**src/rtl/pp_addr_pkg.sv**
```systemverilog
package pp_addr_pkg;
  localparam int NPLANE = 3;
  localparam int STS_W  = 13;
  // status bit positions
  localparam int B_FRM   = 0;
  localparam int B_WERR  = 1;
  localparam int B_OVF   = 4;
  localparam int B_EXCS  = 7;
  localparam int B_PANIC = 10;
  // register words
  localparam logic [4:0] A_CTRL = 5'd0;
  localparam logic [4:0] A_STS  = 5'd1;
  localparam logic [4:0] A_IEN  = 5'd2;
  localparam int THR_LSB = 8;
endpackage

```
**src/rtl/pp_slot_bank.sv**
```systemverilog
module pp_slot_bank #(
  parameter int EXT_W  = 4,
  parameter bit EXT_EN = 1'b1,
  localparam int ADDR_W = 32 + EXT_W
) (
  input  logic                  clk_i,
  input  logic                  rst_ni,
  input  logic                  we_i,
  input  logic                  hi_i,
  input  logic [1:0]            plane_i,
  input  logic [31:0]           wdata_i,
  input  logic                  commit_i,
  output logic [31:0]           rdata_o,
  output logic [3*ADDR_W-1:0]   live_o
);
  logic [31:0]      lo_rd [4];
  logic [EXT_W-1:0] hi_rd [4];

  assign lo_rd[3] = '0;
  assign hi_rd[3] = '0;

  for (genvar p = 0; p < 3; p++) begin : g_plane
    logic [31:0]       lo_q;
    logic [EXT_W-1:0]  hi_q;
    logic [ADDR_W-1:0] live_q;

    always_ff @(posedge clk_i or negedge rst_ni) begin
      if (!rst_ni) lo_q <= '0;
      else if (we_i && !hi_i && plane_i == 2'(p)) lo_q <= wdata_i;
    end

    if (EXT_EN) begin : g_ext
      always_ff @(posedge clk_i or negedge rst_ni) begin
        if (!rst_ni) hi_q <= '0;
        else if (we_i && hi_i && plane_i == 2'(p)) hi_q <= wdata_i[EXT_W-1:0];
      end
    end else begin : g_noext
      assign hi_q = '0;
    end

    always_ff @(posedge clk_i or negedge rst_ni) begin
      if (!rst_ni)       live_q <= '0;
      else if (commit_i) live_q <= {hi_q, lo_q};
    end

    assign lo_rd[p] = lo_q;
    assign hi_rd[p] = hi_q;
    assign live_o[p*ADDR_W +: ADDR_W] = live_q;
  end

  assign rdata_o = hi_i ? 32'(hi_rd[plane_i]) : lo_rd[plane_i];
endmodule

```
**src/rtl/pp_irq_ctrl.sv**
```systemverilog
module pp_irq_ctrl
  import pp_addr_pkg::*;
#(
  parameter int FILL_W = 8
) (
  input  logic                     clk_i,
  input  logic                     rst_ni,
  input  logic                     sts_we_i,
  input  logic                     ien_we_i,
  input  logic [STS_W-1:0]         wdata_i,
  input  logic                     frame_done_i,
  input  logic                     starve_i,
  input  logic [NPLANE-1:0]        wr_err_i,
  input  logic [NPLANE-1:0]        ovf_i,
  input  logic [NPLANE-1:0]        excs_i,
  input  logic [NPLANE*FILL_W-1:0] fill_i,
  input  logic [NPLANE*FILL_W-1:0] thr_i,
  output logic [STS_W-1:0]         sts_o,
  output logic [STS_W-1:0]         ien_o,
  output logic                     irq_o
);
  logic [NPLANE-1:0] panic;
  logic [STS_W-1:0]  set_v, clr_v, sts_q, ien_q;

  for (genvar p = 0; p < NPLANE; p++) begin : g_panic
    logic [FILL_W-1:0] thr, lvl;
    assign thr = thr_i[p*FILL_W +: FILL_W];
    assign lvl = fill_i[p*FILL_W +: FILL_W];
    assign panic[p] = (thr != '0) && (lvl >= thr);
  end

  always_comb begin
    set_v = '0;
    set_v[B_FRM] = frame_done_i;
    set_v[B_WERR  +: NPLANE] = wr_err_i;
    set_v[B_OVF   +: NPLANE] = ovf_i | {NPLANE{starve_i}};
    set_v[B_EXCS  +: NPLANE] = excs_i;
    set_v[B_PANIC +: NPLANE] = panic;
    clr_v = sts_we_i ? wdata_i : '0;
  end

  always_ff @(posedge clk_i or negedge rst_ni) begin
    if (!rst_ni) begin
      sts_q <= '0;
      ien_q <= '0;
    end else begin
      sts_q <= (sts_q & ~clr_v) | set_v;  // set wins over clear
      if (ien_we_i) ien_q <= wdata_i;
    end
  end

  assign sts_o = sts_q;
  assign ien_o = ien_q;
  assign irq_o = |(sts_q & ien_q);
endmodule

```
**src/rtl/pp_addr_ctrl.sv**
```systemverilog
module pp_addr_ctrl
  import pp_addr_pkg::*;
#(
  parameter int EXT_W  = 4,
  parameter bit EXT_EN = 1'b1,
  parameter int FILL_W = 8,
  localparam int ADDR_W = 32 + EXT_W
) (
  input  logic                     clk_i,
  input  logic                     rst_ni,
  input  logic                     reg_we_i,
  input  logic [4:0]               reg_addr_i,
  input  logic [31:0]              reg_wdata_i,
  output logic [31:0]              reg_rdata_o,
  input  logic                     frame_start_i,
  input  logic                     frame_end_i,
  input  logic [2:0]               wr_err_i,
  input  logic [2:0]               ovf_i,
  input  logic [2:0]               excs_ovf_i,
  input  logic [3*FILL_W-1:0]      fill_lvl_i,
  output logic                     act_slot_o,
  output logic [ADDR_W-1:0]        addr_y_o,
  output logic [ADDR_W-1:0]        addr_u_o,
  output logic [ADDR_W-1:0]        addr_v_o,
  output logic                     irq_o
);
  logic [1:0]               load_q, ready_q, pend_q;
  logic [NPLANE*FILL_W-1:0] thr_q;
  logic                     act_q;
  logic                     ctrl_we, next_ok, do_switch, starve;
  logic [1:0]               tog, commit_now, fs_apply, commit;
  logic [31:0]              bank_rd [2];
  logic [3*ADDR_W-1:0]      bank_live [2];
  logic [STS_W-1:0]         sts_q, ien_q;

  assign ctrl_we   = reg_we_i && reg_addr_i == A_CTRL;
  assign next_ok   = ready_q[~act_q];
  assign do_switch = frame_end_i && next_ok;
  assign starve    = frame_end_i && !next_ok;

  for (genvar s = 0; s < 2; s++) begin : g_slot
    logic sel;
    assign sel           = reg_addr_i[4:3] == 2'(s + 1);
    assign tog[s]        = ctrl_we && (reg_wdata_i[s] != load_q[s]);
    assign commit_now[s] = tog[s] && (act_q != 1'(s));
    assign fs_apply[s]   = frame_start_i && pend_q[s] && (act_q == 1'(s));
    assign commit[s]     = commit_now[s] || fs_apply[s];

    always_ff @(posedge clk_i or negedge rst_ni) begin
      if (!rst_ni) begin
        ready_q[s] <= 1'b0;
        pend_q[s]  <= 1'b0;
      end else begin
        if (commit_now[s])                          ready_q[s] <= 1'b1;
        else if (do_switch && act_q != 1'(s))       ready_q[s] <= 1'b0;
        if (tog[s] && act_q == 1'(s))               pend_q[s]  <= 1'b1;
        else if (commit[s])                         pend_q[s]  <= 1'b0;
      end
    end

    pp_slot_bank #(.EXT_W(EXT_W), .EXT_EN(EXT_EN)) u_bank (
      .clk_i    (clk_i),
      .rst_ni   (rst_ni),
      .we_i     (reg_we_i && sel),
      .hi_i     (reg_addr_i[2]),
      .plane_i  (reg_addr_i[1:0]),
      .wdata_i  (reg_wdata_i),
      .commit_i (commit[s]),
      .rdata_o  (bank_rd[s]),
      .live_o   (bank_live[s])
    );
  end

  always_ff @(posedge clk_i or negedge rst_ni) begin
    if (!rst_ni) begin
      load_q <= '0;
      thr_q  <= '0;
      act_q  <= 1'b0;
    end else begin
      if (ctrl_we) begin
        load_q <= reg_wdata_i[1:0];
        thr_q  <= reg_wdata_i[THR_LSB +: NPLANE*FILL_W];
      end
      if (do_switch) act_q <= ~act_q;
    end
  end

  pp_irq_ctrl #(.FILL_W(FILL_W)) u_irq (
    .clk_i        (clk_i),
    .rst_ni       (rst_ni),
    .sts_we_i     (reg_we_i && reg_addr_i == A_STS),
    .ien_we_i     (reg_we_i && reg_addr_i == A_IEN),
    .wdata_i      (reg_wdata_i[STS_W-1:0]),
    .frame_done_i (frame_end_i),
    .starve_i     (starve),
    .wr_err_i     (wr_err_i),
    .ovf_i        (ovf_i),
    .excs_i       (excs_ovf_i),
    .fill_i       (fill_lvl_i),
    .thr_i        (thr_q),
    .sts_o        (sts_q),
    .ien_o        (ien_q),
    .irq_o        (irq_o)
  );

  always_comb begin
    unique case (reg_addr_i[4:3])
      2'b01:   reg_rdata_o = bank_rd[0];
      2'b10:   reg_rdata_o = bank_rd[1];
      2'b00: begin
        if (reg_addr_i == A_CTRL)     reg_rdata_o = 32'({thr_q, 6'b0, load_q});
        else if (reg_addr_i == A_STS) reg_rdata_o = 32'(sts_q);
        else if (reg_addr_i == A_IEN) reg_rdata_o = 32'(ien_q);
        else                          reg_rdata_o = '0;
      end
      default: reg_rdata_o = '0;
    endcase
  end

  assign act_slot_o = act_q;
  assign addr_y_o   = bank_live[act_q][0 +: ADDR_W];
  assign addr_u_o   = bank_live[act_q][ADDR_W +: ADDR_W];
  assign addr_v_o   = bank_live[act_q][2*ADDR_W +: ADDR_W];
endmodule

```
**config.mk**
```make
export PLATFORM = sky130hd
export DESIGN_NAME = pp_addr_ctrl
export DESIGN_NICKNAME = d
export VERILOG_FILES = /design/src/rtl/pp_addr_pkg.sv /design/src/rtl/pp_slot_bank.sv /design/src/rtl/pp_irq_ctrl.sv /design/src/rtl/pp_addr_ctrl.sv
export SDC_FILE = /design/constraint.sdc
export NUM_CORES = 1
export LEC_CHECK = 0
export BUFFER_PORTS_ARGS = -buffer_cell sky130_fd_sc_hd__buf_4
export CAP_MARGIN = 30
export CORE_MARGIN = 5
export CORE_UTILIZATION = 48
export CTS_CLUSTER_SIZE = 14
export DETAILED_ROUTE_END_ITERATION = 7
export PLACE_DENSITY = 0.67
export SETUP_SLACK_MARGIN = 0.2
export SKIP_CTS_REPAIR_TIMING = 1
export SYNTH_ARGS = -nofsm -noshare
export SYNTH_HDL_FRONTEND = slang
export SYNTH_SLANG_ARGS = --single-unit
```
**constraint.sdc**
```tcl
create_clock -name clk_i -period 4.5 [get_ports clk_i]
set_input_delay 0.45 -clock clk_i [delete_from_list [all_inputs] [get_ports clk_i]]
set_output_delay 0.45 -clock clk_i [all_outputs]
set_load 0.05 [all_outputs]
```
==> results of run 1 <==
==> cell families (layout without fill, tap and decap cells) <==
logic type               after synthesis  count (layout)  share of synthesized area, %
multiplexers                         652             652                          32.1
flip-flops                           489             489                          54.1
AND/OR/NAND/NOR                      195             195                          4.47
AO/OA/AOI/OAI                        172             172                          5.21
buffers and inverters                136             377                          2.66
adder cells (fa/ha/maj)               24              24                          1.33
XOR/XNOR                               2               2                        0.0775
other                                  0               1                             0
==> power groups by stage <==
stage	logic, mW	clock network [mW]	registers [mW]
2_1_floorplan	2.73	0	5.74
3_3_place_gp	3.60	0	6.04
3_5_place_dp	3.74	0	6.02
4_1_cts	3.76	4.55	5.95
5_1_grt	3.96	4.73	6.06
6_report	3.72	4.46	5.95
==> synth_stat cells (3+ instances only) <==
master     instances
nand4_1            3
o211ai_1          10
nand2b_1          13
nand3b_1           3
nor2b_1            7
a22o_1             4
buf_6              3
buf_1              8
a211oi_1           4
o221ai_1           7
mux2_1            24
mux2i_1           68
a21o_1             9
clkbuf_1          59
or2_2             20
nand2_1           62
a22oi_1            8
a221o_1           19
mux2_2           560
o21ai_0           31
o31ai_1            3
nor4_1             6
dfrtp_1          489
nor3b_1            7
nand3_1            6
a21oi_1           49
nor3_1            10
nor2_1            35
ha_1              24
a211o_1            6
a2111oi_0          3
o21a_1             3
a31oi_1            5
buf_2             24
inv_1             32
buf_4             10
o41ai_1            4
and2_1             8
==> worst paths after layout <==
path	from	endpoint	cells after the start	slack (ns)
max	act_slot_o	addr_v_o[0]	4	1.00
min	rst_ni	g_slot[0].u_bank.g_plane[1].live_q[17]	1	-0.03
max reg2reg	act_slot_o	g_slot[0].u_bank.g_plane[0].live_q[17]	6	1.86
min reg2reg	g_slot[1].u_bank.g_plane[1].live_q[28]	g_slot[1].u_bank.g_plane[1].live_q[28]	1	0.48
max in group asynchronous	rst_ni	g_slot[1].u_bank.g_plane[2].live_q[23]	2	3.44
min in group clk_i	excs_ovf_i[1]	u_irq.sts_o[8]	2	0.06
==> state kept, by name, summed over array words and instances, names as in the netlist <==
signal	cells
u_irq.sts_o	13
act_slot_o	1
g_slot.u_bank.g_plane.hi_q	24
g_slot.u_bank.g_plane.lo_q	192
u_irq.ien_o	13
ready_q	2
pend_q	2
g_slot.u_bank.g_plane.live_q	216
load_q	2
thr_q	24
==> per-layer routing <==
layer	wire length, microns	part of all wire, %	global-route usage, %
met1	27000	45	33.6
met5	21	0.035	0
met3	2740	4.6	3.56
met4	1360	2.3	6.25
met2	28600	48	37.2
==> final cells by class <==
cell class	count	area, sq um
clock inverter	23	255
antenna	1	2.50
inverter	32	120
sequential	489	12200
multi-input combinational	1045	9840
timing repair buffer	248	2010
clock buffer	74	1560
tap	607	759
fill	3785	19800
==> critical path, cell delays in order (launching register included) <==
cell and delay [ns]:
dfrtp_4 0.75, buf_16 0.32, buf_4 0.66, mux2_2 0.46, buf_4 0.20
==> stage by stage <==
step	instance area [sq um]	power [mW]	hold WS (ns)	util (%)
after floorplan	22600	8.47	0.154	-
after CTS	26800	14.3	0.00184	57.5
after global placement	24900	9.64	0.461	53.6
final	26800	14.1	-0.0342	57.5
after detailed placement	25000	9.77	0.469	53.6
after global routing	26800	14.8	0.0400	57.5
==> results.sh, run 1 <==
export IMPL_outcome="finished with violations"
export IMPL_violations="negative hold slack"
export IMPL_syn_area_sq_um=22600
export IMPL_rsz0062_at_grt="no"
export IMPL_async_reset_ff_share_pct=100
export IMPL_die_area_sq_um=51500
export IMPL_synth_ff_type="dfrtp_1"
export IMPL_drive_above_1_share_pct=49.0
export IMPL_path_max_fanout=47
export IMPL_worstPathRequired_ns=4.05
export IMPL_syn_nets=1769
export IMPL_final_cell_mix="560 x mux2_2, 488 x dfrtp_1, 236 x buf_4"
export IMPL_crit_type="flop to output pin"
export IMPL_dr_pass1_iters=5
export IMPL_avgSynthCellArea_sq_um=13.5
export IMPL_finalSetupViolations=0
export IMPL_worstSetupEndpointType="output pin"
export IMPL_io_pins=217
export IMPL_switching_share_pct=32.1
export IMPL_synth_distinct_cells=53
export IMPL_leakagePower_nw=12.9
export IMPL_synth_seq_cells=489
export IMPL_period_minus_slack_ns=3.50
export IMPL_clkTransAtPathRegs_ns=0.06
export IMPL_cts_buffer_depth=3
export IMPL_via_per_inst=5.75
export IMPL_grt_pass1_vias=15300
export IMPL_fin_ws_ns=1.00
export IMPL_setup_tns_ns=0
export IMPL_grt_pass1_wl_mm=93.3
export IMPL_grt_ovfl_total=0
export IMPL_vdd_drop_max_mv=0.332
export IMPL_startpoint_type="flop"
export IMPL_drv_slew=0
export IMPL_antenna_found_initial=3
export IMPL_die_h_microns=227
export IMPL_p_clk_share_pct=31.6
export IMPL_rows=79
export IMPL_powerDensity_nw_per_um2=527
export IMPL_hold_viol_final=28
export IMPL_route_detailed_drc=0
export IMPL_gp_congestion=0.820
export IMPL_dp_hpwl_mm=39.1
export IMPL_slew_headroom_pct=35.5
export IMPL_core_sq_um=46600
export IMPL_min_period_over_period_pct=77.8
export IMPL_yosysTopAreaCell="dfrtp_1"
export IMPL_insertion_delay_ns=0.59
export IMPL_timing_max_cap_violations=0
export IMPL_grt_max_degree=120
export IMPL_cts_root_buffer="clkbuf_16"
export IMPL_share_comb_of_total_power_pct=26.3
export IMPL_fin_worst_skew_ns=0.0151
export IMPL_holdWs_ns=-0.0342
export IMPL_layout_commonest_cell="mux2_2"
export IMPL_power_internal_mw=9.59
export IMPL_fmax_mhz=286
export IMPL_power_frac_seq_pct=42.1
export IMPL_synth_top_cell_area_share_pct=54.1
export IMPL_p_sw_mw=4.53
export IMPL_cts_buffers=52
export IMPL_dp_slack_ns=1.31
export IMPL_synth_edf_count=0
export IMPL_dp_cells=2421
export IMPL_track_usage_pct=23.3
export IMPL_drt_iter0_drc=1062
export IMPL_start_util_pct=48.5
export IMPL_via_count=14500
export IMPL_ant_nets=0
export IMPL_cp_arrival_ns=3.05
export IMPL_portBuffers=216
export IMPL_nets=1967
export IMPL_cts_sinks=489
export IMPL_tightest_slew_ns=0.963
export IMPL_synth_warnings=0
export IMPL_drt_wl_total_mm=59.8
export IMPL_cts_max_level=2
export IMPL_yosysSeqAreaShare_pct=54.1
export IMPL_routedWlPerCell_microns=23.7
export IMPL_synthCells=1670
export IMPL_die_x_microns=227
export IMPL_stdcell_count=2519
export IMPL_min_path_type="input port to async pin"
export IMPL_synthTopCellsByArea="dfrtp_1 54%, mux2_2 28%, mux2i_1 3.0%, ha_1 1.3%, mux2_1 1.2%"
export IMPL_area_growth_syn_to_layout_pct=18.5
export IMPL_cts_tree="yes"
Note: power is estimated with default switching activity, not from simulation.
==> run 2: changes to the inputs <==
--- a/config.mk
+++ b/config.mk
@@ -11,7 +11,7 @@
 export CORE_UTILIZATION = 48
 export CTS_CLUSTER_SIZE = 14
 export DETAILED_ROUTE_END_ITERATION = 7
-export PLACE_DENSITY = 0.67
+export PLACE_DENSITY = 0.69
 export SETUP_SLACK_MARGIN = 0.2
 export SKIP_CTS_REPAIR_TIMING = 1
 export SYNTH_ARGS = -nofsm -noshare
==> constraint.sdc (replaced) <==
create_clock -name clk_i -period 2.87 [get_ports clk_i]
set_input_delay 0.287 -clock clk_i [delete_from_list [all_inputs] [get_ports clk_i]]
set_output_delay 0.287 -clock clk_i [all_outputs]
set_load 0.05 [all_outputs]
==> results.sh, run 2 (synthesis gave the netlist of run 1 again) <==
export IMPL_leakagePower_nw=13.2
export IMPL_grt_max_degree=118
export IMPL_grt_pass1_wl_mm=94.4
export IMPL_drt_wl_total_mm=60.7
export IMPL_clkTransAtPathRegs_ns=0.06
export IMPL_r2r_end="g_slot[1].u_bank.g_plane[2].live_q[17]"
export IMPL_ant_nets=0
export IMPL_n_fill_cell=3687
export IMPL_outcome="completed"
export IMPL_cp_startpoint="act_slot_o"
export IMPL_cp_endpoint="addr_y_o[12]"
export IMPL_timing_max_cap_violations=0
export IMPL_cp_arrival_ns=2.31
export IMPL_cts_sinks=489
export IMPL_reg_top3="g_slot.u_bank.g_plane.live_q: 216 flops, g_slot.u_bank.g_plane.lo_q: 192 flops"
export IMPL_portBuffers=216
export IMPL_cts_max_level=2
export IMPL_worstPathRequired_ns=2.58
export IMPL_via_count=14800
export IMPL_grt_ovfl_total=0
export IMPL_largest_reg_flops=216
export IMPL_gp_congestion=0.833
export IMPL_regMostFlops="g_slot.u_bank.g_plane.live_q"
export IMPL_route_detailed_drc=0
export IMPL_post_dp_cell_area_sq_um=25300
export IMPL_die_x_microns=227
export IMPL_routedWlPerCell_microns=23.5
export IMPL_powerDensity_nw_per_um2=806
export IMPL_rsz0062_at_grt="no"
export IMPL_cpPeakStageDelay_ns=0.60
export IMPL_dp_hpwl_mm=39.7
export IMPL_die_area_sq_um=51500
export IMPL_crit_type="flop to output pin"
export IMPL_cts_buffers=51
export IMPL_period_minus_slack_ns=2.60
export IMPL_slowest_stage="buf_12"
export IMPL_cts_buffer_depth=3
export IMPL_nets=2028
export IMPL_insertion_delay_ns=0.61
export IMPL_grt_pass1_vias=15600
export IMPL_slew_headroom_pct=36.0
export IMPL_die_h_microns=227
export IMPL_track_usage_pct=23.6
export IMPL_fin_worst_skew_ns=0.0241
export IMPL_min_period_over_period_pct=90.7
export IMPL_postLayoutCellArea_sq_um=27500
export IMPL_antenna_found_initial=2
export IMPL_layout_commonest_cell="mux2_2"
export IMPL_final_cell_mix="560 x mux2_2, 488 x dfrtp_1, 252 x buf_4"
export IMPL_drv_slew=0
export IMPL_drive_above_1_share_pct=48.6
export IMPL_worstPathCellList="buf_12 -> mux2_2 -> buf_4"
export IMPL_reg2reg_from="act_slot_o"
export IMPL_regToRegSetupSlack_ns=0.51
export IMPL_reg2reg_depth=6
export IMPL_start_util_pct=48.5
export IMPL_diodes=0
export IMPL_startpoint_type="flop"
export IMPL_hold_viol_final=0
export IMPL_setup_tns_ns=0
export IMPL_vdd_drop_max_mv=0.509
export IMPL_finalSetupViolations=0
export IMPL_min_path_type="input port to flop"
export IMPL_io_pins=217
export IMPL_path_max_fanout=117
export IMPL_drt_iter0_drc=1075
export IMPL_area_growth_syn_to_layout_pct=21.5
export IMPL_cts_tree="yes"
export IMPL_core_sq_um=46600
export IMPL_dr_pass1_iters=5
export IMPL_via_per_inst=5.73
export IMPL_dp_cells=2450
export IMPL_worstSetupEndpointType="output pin"
export IMPL_rows=79
export IMPL_stdcell_count=2578
export IMPL_tightest_slew_ns=0.952
export IMPL_fmax_mhz=384
export IMPL_cts_root_buffer="clkbuf_16"
## run 2: cell count changes in the layout (fill, tap and decap cells not counted), sizes merged, moves of 3 or more
cell | previous run | this run
dlygate4sd3 | 0 | 33
buf | 248 | 277
clkbuf | 74 | 80
clkinv | 13 | 9
clkinvlp | 3 | 0
## run 2: cell type report
cell class	instances	area, sq um	share of cell area (%)
sequential	489	12200	44.6
multi-input combinational	1045	9840	35.8
timing repair buffer	310	2720	9.90
clock buffer	80	1570	5.71
tap	607	759	2.77
clock inverter	15	215	0.784
inverter	32	120	0.437
## run 2: through the flow
stage                     hold slack [ns]  utilization (%)  setup slack, ns  power (mW)
after floorplan                  -0.00859                -            0.246        13.3
after global placement              0.330             54.4            0.240        15.1
after detailed placement            0.343             54.4            0.251        15.3
after CTS                          -0.300             58.3            0.227        22.3
after global routing             0.000656             59.0            0.202        23.1
final                             0.00722             59.0            0.268        22.1
## run 2: how the worst min path moves through the flow
| stage | startpoint | endpoint | slack (ns) | depth (start not counted) |
|---|---|---|---|---|
| 5_1_grt | reg_wdata_i[13] | g_slot[1].u_bank.g_plane[1].lo_q[13] | 0.0007 | 2 |
| 2_1_floorplan | rst_ni | act_slot_o | -0.009 | 0 |
| 6_report | reg_wdata_i[13] | g_slot[1].u_bank.g_plane[0].lo_q[13] | 0.007 | 2 |
| 4_1_cts | rst_ni | g_slot[0].u_bank.g_plane[0].live_q[23] | -0.30 | 1 |
| 3_3_place_gp | rst_ni | thr_q[10] | 0.33 | 1 |
| 3_5_place_dp | rst_ni | thr_q[11] | 0.34 | 1 |
## run 2: where the power goes
part,leakage (nW),total [mW],switching (mW),internal (mW)
clock network,0.883,6.92,2.73,4.19
registers,6.39,9.24,0.931,8.31
logic,5.93,5.98,3.41,2.57
## run 2: worst max-delay path, delay by kind of cell, from the launching register on
kind / cells / cell delay, ns
muxes: 1 / 0.46
buffers and inverters: 2 / 0.80
DFF: 1 / 0.42
## run 2: routing by layer
metal / vias to the layer above / part of all wire (%) / GRT usage [%]
met5: - / 0.043 / 0
met4: 4 / 2.3 / 5.75
met3: 100 / 4.4 / 3.97
met2: 327 / 48 / 38.0
met1: 7760 / 45 / 33.8
li1: 6571 / - / -
==> run 3: changes to the inputs <==
--- a/config.mk
+++ b/config.mk
@@ -11,7 +11,7 @@
 export CORE_UTILIZATION = 48
 export CTS_CLUSTER_SIZE = 14
 export DETAILED_ROUTE_END_ITERATION = 7
-export PLACE_DENSITY = 0.69
+export PLACE_DENSITY = 0.71
 export SETUP_SLACK_MARGIN = 0.2
 export SKIP_CTS_REPAIR_TIMING = 1
 export SYNTH_ARGS = -nofsm -noshare
==> results.sh, run 3 (synthesis gave the netlist of run 1 again) <==
export IMPL_io_pins=217
export IMPL_reg_top3="g_slot.u_bank.g_plane.live_q: 216 flops, g_slot.u_bank.g_plane.lo_q: 192 flops"
export IMPL_insertion_delay_ns=0.61
export IMPL_grt_ovfl_total=0
export IMPL_met3_length_mm=2.94
export IMPL_powerDensity_nw_per_um2=811
export IMPL_hold_viol_final=0
export IMPL_vdd_drop_max_mv=0.499
export IMPL_timing_max_cap_violations=0
export IMPL_final_cell_mix="560 x mux2_2, 488 x dfrtp_1, 253 x buf_4"
export IMPL_ant_nets=0
export IMPL_share_comb_of_total_power_pct=27.1
export IMPL_period_minus_slack_ns=2.58
export IMPL_drt_iter0_drc=993
export IMPL_die_h_microns=227
export IMPL_leakagePower_nw=13.2
export IMPL_routedWlPerCell_microns=24.0
export IMPL_power_frac_seq_pct=41.6
export IMPL_n_fill_cell=3733
export IMPL_power_internal_mw=15.1
export IMPL_p_clk_share_pct=31.3
export IMPL_nets=2026
export IMPL_cts_buffer_depth=3
export IMPL_antenna_found_initial=1
export IMPL_grt_pass1_wl_mm=95.0
export IMPL_finalSetupViolations=0
export IMPL_rsz0062_at_grt="no"
export IMPL_met2_length_mm=29.8
export IMPL_tightest_slew_ns=0.804
export IMPL_track_usage_pct=23.8
export IMPL_via_count=14800
export IMPL_p_sw_mw=7.18
export IMPL_drv_slew=0
export IMPL_rows=79
export IMPL_cts_tree="yes"
export IMPL_holdWs_ns=0.00160
export IMPL_cp_startpoint="g_slot[0].u_bank.g_plane[1].hi_q[1]"
export IMPL_slew_headroom_pct=46.0
export IMPL_routed_top_layer="met5"
export IMPL_worstSetupEndpointType="output pin"
export IMPL_min_period_over_period_pct=89.7
export IMPL_crit_type="flop to output pin"
export IMPL_layout_commonest_cell="mux2_2"
export IMPL_path_max_fanout=3
export IMPL_portBuffers=216
export IMPL_start_util_pct=48.5
export IMPL_r2r_end="g_slot[1].u_bank.g_plane[2].live_q[18]"
export IMPL_core_sq_um=46600
export IMPL_via_per_inst=5.75
export IMPL_die_x_microns=227
export IMPL_dp_hpwl_mm=40.7
export IMPL_cp_endpoint="reg_rdata_o[1]"
export IMPL_fin_worst_skew_ns=0.0282
export IMPL_grt_max_degree=77
export IMPL_fmax_mhz=388
export IMPL_worstPathRequired_ns=2.58
export IMPL_drt_met1_wl_mm=27.4
export IMPL_switching_share_pct=32.3
export IMPL_reg2reg_depth=6
export IMPL_regToRegSetupSlack_ns=0.76
export IMPL_cts_buffers=51
export IMPL_gp_congestion=0.819
export IMPL_diodes=0
export IMPL_largest_reg_flops=216
export IMPL_grt_pass1_vias=15600
export IMPL_cts_sinks=489
export IMPL_clkTransAtPathRegs_ns=0.06
export IMPL_route_detailed_drc=0
export IMPL_drt_wl_total_mm=61.7
export IMPL_startpoint_type="flop"
export IMPL_regMostFlops="g_slot.u_bank.g_plane.live_q"
export IMPL_area_growth_syn_to_layout_pct=21.5
export IMPL_cts_max_level=2
export IMPL_setup_tns_ns=0
export IMPL_min_path_type="input port to flop"
export IMPL_outcome="completed"
export IMPL_drive_above_1_share_pct=49.0
export IMPL_cts_root_buffer="clkbuf_16"
export IMPL_cp_arrival_ns=2.29
export IMPL_dr_pass1_iters=5
export IMPL_die_area_sq_um=51500
export IMPL_reg2reg_from="act_slot_o"
==> run 3: changes by cell type in the layout (fill, tap and decap cells not counted), sizes merged <==
cell | before | now
bufinv | 5 | 3
clkbuf | 80 | 79
clkinv | 9 | 10
clkinvlp | 0 | 2
dlygate4sd3 | 33 | 31
==> run 3: layout make-up <==
class,count,area [sq um],share of cell area [%]
flip-flops and latches,489,12200,44.6
clock inverters,16,175,0.638
inverters,32,120,0.438
clock buffers,79,1630,5.95
repair buffers,308,2690,9.78
well taps,607,759,2.77
multi-input cells,1045,9840,35.8
==> run 3: metrics by stage <==
stage	setup WS, ns	total power, mW	utilization (%)	instances	instance area (sq um)
2_1_floorplan	0.246	13.3	-	1670	22600
3_3_place_gp	0.381	15.2	54.4	2450	25300
3_5_place_dp	0.335	15.4	54.4	2450	25300
4_1_cts	0.211	22.4	58.3	2545	27100
5_1_grt	0.246	23.2	59.0	2576	27500
6_report	0.295	22.3	59.0	2576	27500
==> run 3: worst min path at each step <==
stage / end / start / cells after the start / slack (ns)
floorplan: act_slot_o / rst_ni / 0 / -0.009
global placement: g_slot[0].u_bank.g_plane[0].live_q[18] / rst_ni / 1 / 0.28
detailed placement: g_slot[0].u_bank.g_plane[0].live_q[18] / rst_ni / 1 / 0.29
CTS: u_irq.ien_o[11] / rst_ni / 1 / -0.36
global route: g_slot[0].u_bank.g_plane[1].lo_q[6] / reg_wdata_i[6] / 2 / 0.0007
finish: g_slot[0].u_bank.g_plane[0].lo_q[26] / reg_wdata_i[26] / 2 / 0.002
==> run 3: per-layer routing <==
metal / vias to the layer above / track usage, %
met4: 2 / 7.41
met5: - / 0
li1: 6564 / -
met2: 391 / 38.8
met1: 7758 / 33.1
met3: 100 / 3.64
==> run 3: worst max-delay path, cell delays in order, from the launching register on <==
cell and delay, ns:
dfrtp_1 0.42, mux2_2 0.29, a2111oi_1 0.47, o211ai_1 0.26, buf_4 0.25
==> run 3: power groups by stage <==
stage	combinational, mW	clock [mW]	sequential [mW]
floorplan	4.28	0	9.01
global placement	5.88	0	9.29
detailed placement	6.01	0	9.37
CTS	6.04	7.10	9.26
global route	6.40	7.35	9.43
finish	6.02	6.97	9.26
